`src/rtl/dmaHsPkg.sv`:
```
package dmaHsPkg;
  typedef struct packed {
    logic grantBus;
    logic captureDesc;
    logic plainReq;
    logic directReq;
  } hsStrobes_t;
endpackage

```
`src/rtl/hsCtl.sv`:
```
module hsCtl
  import dmaHsPkg::*;
#(
  parameter int WIN_OFS = 2
) (
  input  logic       clk,
  input  logic       rst,
  input  logic       busRelReq,
  input  logic       xferReq,
  output hsStrobes_t strb
);
  localparam int CW = $clog2(WIN_OFS + 2);

  logic [CW-1:0] winCnt;
  logic          idle;

  assign idle = (winCnt == '0);

  always_comb begin
    strb.grantBus    = idle & busRelReq & ~xferReq;
    strb.directReq   = idle & busRelReq & xferReq;
    strb.plainReq    = idle & ~busRelReq & xferReq;
    strb.captureDesc = (winCnt == CW'(1)) & xferReq;
  end

  always_ff @(posedge clk) begin
    if (rst) begin
      winCnt <= '0;
    end else if (strb.grantBus) begin
      winCnt <= CW'(WIN_OFS + 1);
    end else if (!idle) begin
      winCnt <= winCnt - CW'(1);
    end
  end
endmodule

```
`src/rtl/hsDp.sv`:
```
module hsDp
  import dmaHsPkg::*;
#(
  parameter int DW = 32
) (
  input  logic          clk,
  input  logic          rst,
  input  hsStrobes_t    strb,
  input  logic [DW-1:0] dataBus,
  output logic          busAvail,
  output logic          dmaReq,
  output logic          directReq,
  output logic          descValid,
  output logic [DW-1:0] descWord
);
  always_ff @(posedge clk) begin
    if (rst) begin
      busAvail  <= 1'b0;
      dmaReq    <= 1'b0;
      directReq <= 1'b0;
      descValid <= 1'b0;
      descWord  <= '0;
    end else begin
      busAvail  <= strb.grantBus;
      dmaReq    <= strb.plainReq;
      directReq <= strb.directReq;
      descValid <= strb.captureDesc;
      if (strb.captureDesc) descWord <= dataBus;
    end
  end
endmodule

```
`src/rtl/replyArb.sv`:
```
module replyArb #(
  parameter int NCH = 4
) (
  input  logic                   clk,
  input  logic                   rst,
  input  logic [NCH-1:0]         ackIn,
  output logic                   replyStrobe,
  output logic [$clog2(NCH)-1:0] replyChan
);
  localparam int CHW = $clog2(NCH);

  logic [NCH-1:0] pending;
  logic [NCH-1:0] grantMask;
  logic [CHW-1:0] grantIdx;
  logic           anyPend;

  always_comb begin
    grantMask = '0;
    grantIdx  = '0;
    anyPend   = 1'b0;
    for (int i = 0; i < NCH; i++) begin
      if (pending[i] && !anyPend) begin
        anyPend      = 1'b1;
        grantMask[i] = 1'b1;
        grantIdx     = CHW'(i);
      end
    end
  end

  always_ff @(posedge clk) begin
    if (rst) begin
      pending     <= '0;
      replyStrobe <= 1'b0;
      replyChan   <= '0;
    end else begin
      pending     <= (pending & ~grantMask) | ackIn;
      replyStrobe <= anyPend;
      replyChan   <= anyPend ? grantIdx : replyChan;
    end
  end
endmodule

```
`src/rtl/dmaExtHandshake.sv`:
```
module dmaExtHandshake
  import dmaHsPkg::*;
#(
  parameter int DW      = 32,
  parameter int NCH     = 4,
  parameter int WIN_OFS = 2
) (
  input  logic                   clk,
  input  logic                   rst,
  input  logic                   busRelReq,
  input  logic                   xferReq,
  input  logic [DW-1:0]          dataBus,
  input  logic [NCH-1:0]         ackIn,
  output logic                   busAvail,
  output logic                   dmaReq,
  output logic                   directReq,
  output logic                   descValid,
  output logic [DW-1:0]          descWord,
  output logic [$clog2(NCH)-1:0] descChan,
  output logic                   replyStrobe,
  output logic [$clog2(NCH)-1:0] replyChan
);
  localparam int CHW = $clog2(NCH);

  hsStrobes_t strb;

  hsCtl #(.WIN_OFS(WIN_OFS)) u_ctl (
    .clk(clk), .rst(rst), .busRelReq(busRelReq), .xferReq(xferReq), .strb(strb)
  );

  hsDp #(.DW(DW)) u_dp (
    .clk(clk), .rst(rst), .strb(strb), .dataBus(dataBus),
    .busAvail(busAvail), .dmaReq(dmaReq), .directReq(directReq),
    .descValid(descValid), .descWord(descWord)
  );

  replyArb #(.NCH(NCH)) u_arb (
    .clk(clk), .rst(rst), .ackIn(ackIn),
    .replyStrobe(replyStrobe), .replyChan(replyChan)
  );

  assign descChan = descWord[CHW-1:0];
endmodule

```
`config.mk`:
```
export PLATFORM = sky130hd
export DESIGN_NAME = dmaExtHandshake
export DESIGN_NICKNAME = d
export VERILOG_FILES = /design/src/rtl/dmaHsPkg.sv /design/src/rtl/hsCtl.sv /design/src/rtl/hsDp.sv /design/src/rtl/replyArb.sv /design/src/rtl/dmaExtHandshake.sv
export SDC_FILE = /design/constraint.sdc
export NUM_CORES = 1
export LEC_CHECK = 0
export BUFFER_PORTS_ARGS = -buffer_cell sky130_fd_sc_hd__clkbuf_2
export CORE_MARGIN = 2
export CORE_UTILIZATION = 30
export CTS_BUF_LIST = sky130_fd_sc_hd__clkbuf_2 sky130_fd_sc_hd__clkbuf_4 sky130_fd_sc_hd__clkbuf_8
export CTS_CLUSTER_SIZE = 14
export DETAILED_ROUTE_END_ITERATION = 6
export SYNTH_ARGS = -nofsm -noshare
export SYNTH_HDL_FRONTEND = slang
export SYNTH_SLANG_ARGS = --single-unit
```
`constraint.sdc`:
```
create_clock -name clk -period 1.3 [get_ports clk]
set_input_delay 0.13 -clock clk [delete_from_list [all_inputs] [get_ports clk]]
set_output_delay 0.13 -clock clk [all_outputs]
set_load 0.1 [all_outputs]
```
==> impl_metrics.ini <==
[run_status]
status = finished clean

[finish]
nNetsFinal = 310
finalNonFillerCells = 340
layout-area-overhead-vs-synth_pct = 38.3
layout_cell_share_with_drive_strength_beyond_1 = 0.433
antenna_cells = 0
nFillCells = 571
final_core_utilization = 0.424
postLayoutCellArea_mm2 = 0.00229

[sta]
max_freq_mhz = 831
finalHoldWorstSlack_ns = 0.0234
final_critical_path_setup_slack_ns = 0.0968
setup_tns_ns = 0
hold_vio_cnt_final = 0
timing.max_slew.rel_slack = 0.637
final.period_utilization = 0.926
final-setup-viol-count = 0
fin_skew_ns = 0.00947
final_period_minus_worst_setup_slack_ns = 1.20
maxSlewViolCount = 0
timing_worst_slew_pin_value_ns = 0.547
grt_setup_unrepaired = true

[clocking]
cts_made_buffers = 5
cell_at_the_root_of_the_clock_tree = sky130_fd_sc_hd__clkbuf_8
clock_tree.buffer_depth = 2
htreeDepth = 2
clk_pin_slew_ns = 0.08
cts.sinks = 45
tritoncts_clock_tree = done
worst_skew_pair.late_latency_ns = 0.28
cts_hold_repair.buffers = 0
cts_setup_buffers = 0

[routing]
detail_route.iter0.violations = 45
drt-total-wl_um = 3640
wire_per_inst_um = 10.7
drt-pass1-iter-count = 4
postRouteAntennaNets = 0
route.vias.total = 1478
remaining_drc_errors = 0
via_per_inst = 4.35

[setup_path]
critical_path_required_time_ns = 1.17
path_cells = clkbuf_2
setup.worst_path.class = flop to output pin
worst-endpoint-arrival_ns = 1.07
path_buf_inv = 1
worstReg2RegEnd = u_dp.descWord[12]
slowest_delay_ns = 0.45
timing.critical_path.to_type = output pin
rrSetupSlack_ns = 0.13
critPathSlowestCell = sky130_fd_sc_hd__clkbuf_2
crit_fanout = 2
worst-r2r-cell-count = 6
cpLargestDelayFamily = buffers and inverters
critical_path.reg2reg.startpoint = u_ctl.winCnt[1]
worstSetupStartpointType = flop

[pwr]
total_power_mw = 4.38
powerDensity_mw_per_mm2 = 1910
ir_drop_uv = 846
power_leakage_nw = 0.992

[logic_synthesis]
synth_cells = 189
syn-mean-instance-area_um2 = 8.77
ys_seq_area_frac = 0.543
synth_fp_nets = 231
yosys_warnings = 0
synth_cell_type_count = 22
ys_ff_latch = 45
area_of_the_mapped_netlist_mm2 = 0.00166

[placement]
place_inst = 333
place_worst_setup_slack_ns = 0.0881
io_buffer_count = 80
postPlaceCellArea_mm2 = 0.00220
half_perimeter_wire_length_after_placement_um = 2660
gp_routability_congestion = 0.669

[min_path]
timing.hold.worst_path_depth = 2
worstHoldStart = busRelReq
timing.hold.worst.class = input port to flop
min_delay_worst_endpoint = u_dp.dmaReq

[global_route]
grt_first_pass_wirelength_um = 6120
grtUsageTotal = 0.125
largest_net_degree_at_the_start_of_global_routing = 22
grt_antenna_before_repair = 0
gr-total-overflow = 0
grt_pass1_vias = 1364

[floorplanning]
core_area_mm2 = 0.00541
io-pin-count = 81
row_count = 27
overall_die_area_mm2 = 0.00614
die_x_um = 78.3
floorplan.initialDensity = 0.307
die_h_um = 78.3

[flow_run]
cap_violations = 0
==> repair_timing <==
action,4_1_cts,5_1_grt
endpoints found under the hold margin,0,0
resized for setup,0,2
setup endpoints to repair,0,32
==> layout make-up <==
class,instances,area (um^2),area share
tap,72,90.1,0.0393
clock buffer,7,90.1,0.0393
multi-input combinational,127,649,0.283
timing repair buffer,86,547,0.238
sequential,45,906,0.395
inverter,3,11.3,0.00491
==> layout by cell type (no fill, tap or decap), types with 2 or more instances in the layout <==
cell type / Yosys / final
sky130_fd_sc_hd__dfxtp_2: 0 / 4
sky130_fd_sc_hd__nor4_1: 3 / 3
sky130_fd_sc_hd__clkbuf_2: 0 / 51
sky130_fd_sc_hd__clkbuf_8: 0 / 6
sky130_fd_sc_hd__buf_12: 0 / 2
sky130_fd_sc_hd__inv_1: 3 / 3
sky130_fd_sc_hd__nand2_1: 67 / 67
sky130_fd_sc_hd__ha_1: 2 / 2
sky130_fd_sc_hd__buf_4: 2 / 32
sky130_fd_sc_hd__a21oi_2: 17 / 17
sky130_fd_sc_hd__nor2b_1: 3 / 3
sky130_fd_sc_hd__dfxtp_1: 45 / 41
sky130_fd_sc_hd__a21oi_1: 18 / 18
sky130_fd_sc_hd__nor2_1: 6 / 6
sky130_fd_sc_hd__nor3_1: 3 / 3
==> worst reg2reg max path, stage by stage (launching register included) <==
cell	delay, ns
sky130_fd_sc_hd__dfxtp_1	0.31
sky130_fd_sc_hd__inv_1	0.06
sky130_fd_sc_hd__ha_1	0.18
sky130_fd_sc_hd__and2_2	0.21
sky130_fd_sc_hd__buf_12	0.16
sky130_fd_sc_hd__nand2_1	0.08
sky130_fd_sc_hd__a21oi_2	0.05
==> routing by layer <==
layer | vias to the layer above | routed length (um) | GRT usage
met5 | - | 0 | 0
met4 | 0 | 44 | 0.0421
met3 | 5 | 244 | 0.0356
met1 | 660 | 1690 | 0.153
met2 | 49 | 1660 | 0.210
li1 | 764 | - | -
==> report_power, final <==
group / total [mW] / switching [mW] / internal (mW) / leakage [nW]
Sequential: 1.64 / 0.0909 / 1.55 / 0.369
Clock: 0.857 / 0.415 / 0.443 / 0.0477
Combinational: 1.88 / 1.43 / 0.451 / 0.576
Total: 4.38 / 1.94 / 2.44 / 0.992
==> cell families after synthesis <==
kind of cell | after synthesis | synth area share
AOI/OAI and AO/OA | 40 | 0.168
and+or+nand+nor | 85 | 0.208
DFF | 45 | 0.543
buffers and inverters | 17 | 0.0657
adders and majority gates | 2 | 0.0151
==> worst max path at each step <==
stage | from | end | slack (ns) | cells past startpoint
4_1_cts | u_ctl.winCnt[0] | u_dp.descWord[3] | 0.06 | 5
6_report | u_arb.replyChan[1] | replyChan[1] | 0.1 | 1
3_3_place_gp | u_ctl.winCnt[1] | u_dp.descWord[23] | 0.14 | 6
3_5_place_dp | u_ctl.winCnt[0] | u_dp.descWord[3] | 0.09 | 5
2_1_floorplan | u_dp.descWord[10] | u_dp.descWord[10] | 0.006 | 2
5_1_grt | u_ctl.winCnt[1] | u_dp.descWord[10] | -0.002 | 6
==> state kept, by name, indices dropped and copies added (netlist names) <==
| register | flops |
|---|---|
| u_dp.descWord | 32 |
| u_arb.pending | 4 |
| u_arb.replyChan | 2 |
| u_ctl.winCnt | 2 |
| u_arb.replyStrobe | 1 |
| u_dp.busAvail | 1 |
| u_dp.descValid | 1 |
| u_dp.directReq | 1 |
| u_dp.dmaReq | 1 |
==> synthesized netlist by cell type (all sizes together) <==
| master | number | area (um^2) |
|---|---|---|
| a311oi | 1 | 8.76 |
| inv | 3 | 11.3 |
| o21ai | 1 | 5.00 |
| buf | 12 | 90.1 |
| nand2b | 1 | 6.26 |
| o21ba | 1 | 10.0 |
| a21boi | 1 | 7.51 |
| nor2 | 6 | 22.5 |
| nor3 | 3 | 15.0 |
| and2 | 1 | 6.26 |
| a21oi | 35 | 239 |
| nand2 | 67 | 251 |
| and3 | 1 | 6.26 |
| ha | 2 | 25.0 |
| nor4 | 3 | 18.8 |
| dfxtp | 45 | 901 |
| a21o | 1 | 7.51 |
| nor2b | 3 | 18.8 |
| clkbuf | 2 | 7.51 |
(Power assumes the default switching activity.)
